[src/rtl/seqgen_pkg.sv]
package seqgen_pkg;
    // Default geometry of the generator
    localparam int DEF_CW = 3;
    localparam int DEF_PW = 1;
    localparam int DEF_OW = 4;

    // Kind of step taken on a clock
    typedef enum logic [1:0] {
        STEP_HOLD = 2'd0,
        STEP_NEXT = 2'd1,
        STEP_ROLL = 2'd2,
        STEP_TERM = 2'd3
    } step_e;
endpackage

[src/rtl/seqgen_table.sv]
module seqgen_table #(
    parameter int AW = 4,
    parameter int DW = 6
) (
    input  logic          clk,
    input  logic          rst,
    input  logic          wr_en,
    input  logic [AW-1:0] wr_addr,
    input  logic [DW-1:0] wr_data,
    input  logic [AW-1:0] rd_addr,
    output logic [DW-1:0] rd_word
);
    localparam int DEPTH = 1 << AW;

    logic [DW-1:0] mem [DEPTH];

    // One register word per entry; reset clears each, write replaces one
    for (genvar gi = 0; gi < DEPTH; gi++) begin : g_word
        always_ff @(posedge clk) begin
            if (rst) begin
                mem[gi] <= '0;
            end else if (wr_en && (wr_addr == AW'(gi))) begin
                mem[gi] <= wr_data;
            end
        end
    end

    always_comb begin
        rd_word = mem[rd_addr];
    end

    // a strobed word appears at the next clock
    assert_write_lands_R7: assert property (@(posedge clk) disable iff (rst)
        wr_en |=> (mem[$past(wr_addr)] == $past(wr_data)));

    // reset leaves word zero empty
    assert_table_clear_R10: assert property (@(posedge clk)
        rst |=> (mem[0] == '0));
endmodule

[src/rtl/seqgen_ctrl.sv]
module seqgen_ctrl
    import seqgen_pkg::*;
#(
    parameter int CW = 3,
    parameter int PW = 1
) (
    input  logic          clk,
    input  logic          rst,
    input  logic          en,
    input  logic          fin,
    input  logic [PW-1:0] pg_nxt,
    output logic [CW-1:0] cnt,
    output logic [PW-1:0] page,
    output step_e         step
);
    localparam logic [CW-1:0] TOP = {CW{1'b1}};

    // Step selection
    always_comb begin
        if (!en) begin
            step = STEP_HOLD;
        end else if (fin) begin
            step = STEP_TERM;
        end else if (cnt == TOP) begin
            step = STEP_ROLL;
        end else begin
            step = STEP_NEXT;
        end
    end

    // Position state register
    always_ff @(posedge clk) begin
        if (rst) begin
            cnt  <= '0;
            page <= '0;
        end else begin
            unique case (step)
                STEP_HOLD: begin
                    cnt  <= cnt;
                    page <= page;
                end
                STEP_NEXT: begin
                    cnt  <= cnt + 1'b1;
                end
                STEP_ROLL: begin
                    cnt  <= '0;
                end
                STEP_TERM: begin
                    cnt  <= '0;
                    page <= pg_nxt;
                end
                default: begin
                    cnt  <= '0;
                    page <= '0;
                end
            endcase
        end
    end

    assert_reset_pos_R1: assert property (@(posedge clk)
        rst |=> (cnt == '0 && page == '0));

    assert_step_adv_R3: assert property (@(posedge clk) disable iff (rst)
        (en && !fin) |=> (cnt == CW'($past(cnt) + 1'b1)));

    assert_term_clear_R4: assert property (@(posedge clk) disable iff (rst)
        (en && fin) |=> (cnt == '0 && page == $past(pg_nxt)));

    assert_page_steady_R5: assert property (@(posedge clk) disable iff (rst)
        !(en && fin) |=> $stable(page));

    assert_hold_pos_R6: assert property (@(posedge clk) disable iff (rst)
        !en |=> ($stable(cnt) && $stable(page)));
endmodule

[src/rtl/seqgen_out.sv]
module seqgen_out #(
    parameter int OW = 4
) (
    input  logic          clk,
    input  logic          rst,
    input  logic          en,
    input  logic [OW-1:0] val,
    output logic [OW-1:0] dout
);
    // Output register
    always_ff @(posedge clk) begin
        if (rst) begin
            dout <= '0;
        end else if (en) begin
            dout <= val;
        end
    end

    assert_out_reset_R1: assert property (@(posedge clk)
        rst |=> (dout == '0));

    assert_out_follow_R2: assert property (@(posedge clk) disable iff (rst)
        en |=> (dout == $past(val)));

    assert_out_hold_R6: assert property (@(posedge clk) disable iff (rst)
        !en |=> $stable(dout));
endmodule

[src/rtl/seqgen_top.sv]
module seqgen_top
    import seqgen_pkg::*;
#(
    parameter int CW = DEF_CW,
    parameter int PW = DEF_PW,
    parameter int OW = DEF_OW,
    localparam int AW = CW + PW,
    localparam int DW = PW + 1 + OW
) (
    input  logic          clk,
    input  logic          rst,
    input  logic          en,
    input  logic          wr_en,
    input  logic [AW-1:0] wr_addr,
    input  logic [DW-1:0] wr_data,
    output logic [OW-1:0] dout
);
    localparam int FIN_BIT = OW;
    localparam int PG_LO   = OW + 1;

    logic [CW-1:0] cnt;
    logic [PW-1:0] page;
    logic [AW-1:0] rd_addr;
    logic [DW-1:0] rd_word;
    logic [OW-1:0] w_val;
    logic          w_fin;
    logic [PW-1:0] w_pg;
    step_e         step;

    // Table address and word fields
    always_comb begin
        rd_addr = {page, cnt};
        w_val   = rd_word[OW-1:0];
        w_fin   = rd_word[FIN_BIT];
        w_pg    = rd_word[PG_LO +: PW];
    end

    seqgen_table #(.AW(AW), .DW(DW)) u_table (
        .clk    (clk),
        .rst    (rst),
        .wr_en  (wr_en),
        .wr_addr(wr_addr),
        .wr_data(wr_data),
        .rd_addr(rd_addr),
        .rd_word(rd_word)
    );

    seqgen_ctrl #(.CW(CW), .PW(PW)) u_ctrl (
        .clk   (clk),
        .rst   (rst),
        .en    (en),
        .fin   (w_fin),
        .pg_nxt(w_pg),
        .cnt   (cnt),
        .page  (page),
        .step  (step)
    );

    seqgen_out #(.OW(OW)) u_out (
        .clk (clk),
        .rst (rst),
        .en  (en),
        .val (w_val),
        .dout(dout)
    );

    // a write with enable low leaves the address where it was
    assert_write_idle_R8: assert property (@(posedge clk) disable iff (rst)
        (wr_en && !en) |=> $stable(rd_addr));

    // a changed page means the previous step was TERM
    assert_page_term_R5: assert property (@(posedge clk) disable iff (rst)
        (step != STEP_TERM) |=> (page == $past(page)));
endmodule

[config.mk]
export PLATFORM = sky130hd
export DESIGN_NAME = seqgen_top
export DESIGN_NICKNAME = d
export VERILOG_FILES = /design/src/rtl/seqgen_pkg.sv /design/src/rtl/seqgen_table.sv /design/src/rtl/seqgen_ctrl.sv /design/src/rtl/seqgen_out.sv /design/src/rtl/seqgen_top.sv
export SDC_FILE = /design/constraint.sdc
export NUM_CORES = 1
export LEC_CHECK = 0
export BUFFER_PORTS_ARGS = -buffer_cell sky130_fd_sc_hd__buf_2
export CAP_MARGIN = 20
export CORE_MARGIN = 4
export CORE_UTILIZATION = 30
export DETAILED_ROUTE_END_ITERATION = 10
export GPL_TIMING_DRIVEN = 0
export PLACE_DENSITY_LB_ADDON = 0.05
export SETUP_SLACK_MARGIN = 0.3
export SLEW_MARGIN = 20
export SYNTH_ARGS = -nofsm -noshare
export SYNTH_HDL_FRONTEND = slang
export SYNTH_SLANG_ARGS = --single-unit
[constraint.sdc]
create_clock -name clk -period 1.8 [get_ports clk]
set_input_delay 0.36 -clock clk [delete_from_list [all_inputs] [get_ports clk]]
set_output_delay 0.36 -clock clk [all_outputs]
set_load 0.01 [all_outputs]
Word-level counts from Yosys, hierarchy flattened
Memory sizes are Yosys's and may differ from the RTL's.
Index checks and enable logic that the tools add are counted.

operators by class
  bitwise operators = 16
  equality and inequality tests = 19
  $add $sub $neg = 1
  muxes and demuxes = 70
  reduce and logical (&&, ||, !) cells = 19

operator list
  kind                 number
  $mux 6               16
  $mux 1               50
  $eq 4x4->1 const B   8
  $eq 4x3->1 const B   4
  $logic_and 1x1->1    16
  $or 1x1->1           16
  $eq 4x2->1 const B   2
  $mux 2               3
  $pmux 3 s2           1
  $eq 2x2->1 const B   2
  $eq 4x1->1 const B   1
  $logic_not 4->1      1
  $add 3x1->3 const B  1
  $eq 3x3->1 const B   1
  $eq 2x1->1 const B   1
  $logic_not 2->1      1
  $reduce_or 2->1      1

word-level totals
  bits of input ports = 14
  memory bits (writable) = 96
  output and inout bits = 4
  memories = 1
  register bits after elaboration = 8

memories
  name         depth  bits a word  read ports  clocked after memory_dff  write ports  RTL line            source
  u_table.mem  16     6            1           0                         16           seqgen_table.sv:15  logic [DW-1:0] mem [DEPTH];

Depth between registers and ports, before layout
  depth in word-level cells = 7
  mapped depth = 8

By module
From an unflattened synthesis, not the netlist that was laid out.

second synthesis, totals
  cells, all modules = 336
  area total of the unflattened synthesis = 4880.9 um2

by module, submodules not included
  module        cells each  instances  area an instance (um2)  seq. area each (um2)
  seqgen_table  301         1          4523.1                  2882.8
  seqgen_ctrl   22          1          217.7                   80.1
  seqgen_out    13          1          140.1                   80.1

Worst setup path before layout
Ideal clock, no wire load.

  path type = input port to flip-flop
  start = in wr_addr[0]
  end = mem u_table.mem[0][0], enable pin
  path slack = -0.119 ns
  setup time = 0.380 ns
  stages = 3
  required time = 1.420 ns
  buffers on the path = 1
  arrival = 1.539 ns
  cell sequence = or3b_2 -> clkbuf_1 -> o31ai_1

RTL lines
  what             RTL line            source
  start, declared  seqgen_top.sv:14    input logic [AW-1:0] wr_addr,
  end, declared    seqgen_table.sv:15

Worst setup path in the final report
  start = reg u_ctrl.cnt[0]
  end = reg u_out.dout[3]

on the way
  longest elaborated chain between the ends = 1

ends and longest elaborated chain
  what                    RTL line           source
  start, declared         seqgen_ctrl.sv:12  output logic [CW-1:0] cnt,
  start signal, assigned  seqgen_ctrl.sv:39  cnt <= cnt;
  start signal, assigned  seqgen_ctrl.sv:43  cnt <= cnt + 1'b1;
  $mem_v2 16x6            n/a
  end signal, assigned    seqgen_out.sv:15   dout <= val;
  end, declared           seqgen_out.sv:8    output logic [OW-1:0] dout

Every way passes these cells.
A chain may end at the register's enable or synchronous reset.

==> metrics.cfg <==
[outcome]
status = finished with violations
violations = setup timing

[clock_network]
cts_buffers = 9
insertion_delay_ps = 350
tritoncts = yes
holdBufCountCts = 0
root_buffer = clkbuf_16
clockBufferDepth = 2
htreeDepth = 3
clock_sinks = 104
clkTransAtPathRegs_ps = 70

[die]
core-area_mm2 = 0.0159
die_area_mm2 = 0.0183
ios = 18
die_h_um = 135
initial_core_util = 0.306
rows = 46
die_w_um = 135

[timing]
setup_violations = 2
fin_skew_ps = 4.45
rsz0062_at_grt = yes
slew_viol_final = 0
hold_ws_ps = 349
relSlewSlack = 0.578
hold_viol = 0
finalCritPeriodShare = 1.00
setup_ws_ps = -8.23
tightestPinTransition_ps = 633
period_needed_ps = 1810
fmax_ghz = 0.553

[route]
drt_iter0_markers = 136
drt_wl_total_um = 13300
ant_nets = 0
wire_per_inst_um = 21.6
viasPerCell = 4.72
firstDrtPassIters = 4
vias = 2897
drc = 0

[critical_path]
start_kind = register
r2r_cells = 6
r2r_start = u_ctrl.cnt[0]
critPathRequiredTime_ps = 2020
worstSetupEndpointType = register
r2r-end = u_out.dout[3]
critical_path_class = reg2reg
rrSetupSlack_ps = -8
cp_max_fo = 10
cp.arrival_ps = 2030

[finish]
nets = 409
drive_gt1_frac = 0.309
final_cell_area_mm2 = 0.00602
fill_cells = 1566
final_util = 0.379
area_delta_synth_final_pct = 24.0
antenna_cells = 0

[yosys]
syn-num-nets = 371
ys_seq_elements = 104
yosys.area.top_type = edfxtp_1
synth_compound_area_frac = 0.0461
ys_seq_area_frac = 0.627
syn_avg_cell_area_um2 = 13.7
syn_inst = 355
synth-simple-area-share = 0.190
synth_xor_xnor_area_share = 0
muxShareOfSynthArea = 0.109
synth_area_leaders = edfxtp_1, and2_1, mux4_2
synth_top_area_frac = 0.594
synth_fa_ha_area_frac = 0.00515
syn_area_mm2 = 0.00485
post_synth_num_cell_types = 31
synth_top_family_by_area = simple AND/OR/NAND/NOR gates
ys_warn_count = 0

[pwr]
power_density_mw_per_mm2 = 873
peakVddDrop_mv = 0.432
p_leak_nw = 2.00

[placed_design]
io_buffers = 15
gp_congestion = 0.731
dpl-instance-area_mm2 = 0.00529
hpwlAfterDp_um = 9080
dp_slack_ps = -371

[global_route]
grt_pass1_wl_um = 19700
track_usage = 0.153
antenna_found_initial = 0
grt_pass1_vias = 3210
grt_overflow_total = 0
grt_max_degree = 16

[min_path]
holdPathStages = 3
hp-class = in2reg
worstHoldStart = en
whs_endpoint = u_ctrl.cnt[0]

[job]
cap_viol_max_count = 0

-- placed cells by master (no fill, tap or decap), drive strengths merged --
cell type  instances
nand3             11
a32oi              1
or3                1
o21ai             12
nand3b             4
o31ai              5
clkinvlp           2
nor2b              3
ha                 2
o22ai              2
o221ai             2
a21oi              1
buf               36
or4b               1
o2111ai            2
or3b               1
nand2             11
nand2b             8
nand4              1
clkinv             1
mux4              19
and2              96
a22oi              4
mux2i             10
nor2              23
edfxtp            96
dfxtp              8
inv                4
o32ai              3
nand4b             1
a311oi             1
clkbuf            26
-- cell type report --
| cell class | count | area (um2) | area share |
|---|---|---|---|
| sequential | 104 | 3050 | 0.506 |
| multi-input combinational | 225 | 2040 | 0.339 |
| tap | 216 | 270 | 0.0449 |
| clock buffer | 13 | 240 | 0.0399 |
| timing repair buffer | 27 | 215 | 0.0357 |
| buffer | 22 | 169 | 0.0281 |
| clock inverter | 3 | 18.8 | 0.00312 |
| inverter | 4 | 15.0 | 0.00249 |
-- what timing repair did --
item | in CTS | in global routing
pin swaps | 14 | 5
gates resized for setup | 63 | 23
setup endpoints to repair | 157 | 155
setup buffers | 10 | 2
-- critical path, cell delays in order, from the launching register on --
cell and delay [ps]:
dfxtp_4 370, buf_12 150, mux4_2 540, a22oi_2 270, nand3_1 140, mux2i_1 150
nor2_1 50
-- through the flow --
step	power [mW]	instances	setup TNS, ps
5_1_grt	5.46	614	-313
6_report	5.26	614	-14.5
3_3_place_gp	3.41	586	-28820
3_5_place_dp	3.41	586	-32910
2_1_floorplan	3.20	355	0
4_1_cts	5.29	612	-53.4
-- cells by family (layout without fill, tap and decap cells) --
kind of cell | Yosys count | count (layout)
AOI/OAI and AO/OA | 33 | 33
adders and majority gates | 2 | 2
buffers and inverters | 26 | 69
DFF | 104 | 104
muxes | 29 | 29
and+or+nand+nor | 161 | 161
-- power by group --
part | internal, mW | leakage, nW | switching (mW) | total [mW]
Sequential | 2.78 | 0.987 | 0.0443 | 2.83
Combinational | 0.263 | 0.892 | 0.371 | 0.634
Clock | 0.937 | 0.117 | 0.859 | 1.80
-- synthesized netlist by cell type --
| cell | n |
|---|---|
| buf_6 | 1 |
| and2_1 | 96 |
| a22oi_1 | 4 |
| or4b_1 | 1 |
| buf_2 | 6 |
| ha_1 | 2 |
| a21oi_1 | 1 |
| nand2_1 | 11 |
| clkbuf_1 | 15 |
| nand4b_1 | 1 |
| a32oi_1 | 1 |
| nand3b_1 | 4 |
| mux4_2 | 19 |
| inv_1 | 4 |
| or3_1 | 1 |
| o21ai_0 | 12 |
| o221ai_1 | 2 |
| nor2b_1 | 3 |
| or3b_2 | 1 |
| a311oi_1 | 1 |
| edfxtp_1 | 96 |
| o2111ai_1 | 2 |
| o22ai_1 | 2 |
| o32ai_1 | 3 |
| dfxtp_1 | 8 |
| nand2b_1 | 8 |
| o31ai_1 | 5 |
| nand3_1 | 11 |
| nand4_1 | 1 |
| mux2i_1 | 10 |
| nor2_1 | 23 |
-- sequential cells by signal, indices dropped and copies added (netlist names) --
name,flops
u_ctrl.page,1
u_ctrl.cnt,3
u_table.mem,96
u_out.dout,4
-- layer usage --
layer / part of all wire / track usage
met3: 0.033 / 0.0383
met2: 0.48 / 0.252
met1: 0.47 / 0.204
met5: 0 / 0
met4: 0.018 / 0.0403
-- how the worst max path moves through the flow --
stage                        endpoint  cells after the start  slack, ps          start
floorplan                 u_ctrl.page                      5        170  u_ctrl.cnt[1]
global placement    u_table.mem[3][3]                      3       -590          wr_en
detailed placement      u_out.dout[1]                      8       -370  u_ctrl.cnt[1]
CTS                     u_out.dout[1]                      6        -30  u_ctrl.cnt[0]
global route              u_ctrl.page                      5        -70  u_ctrl.cnt[1]
finish                  u_out.dout[3]                      6         -8  u_ctrl.cnt[0]
No activity file was read; power rests on OpenSTA's default activity.
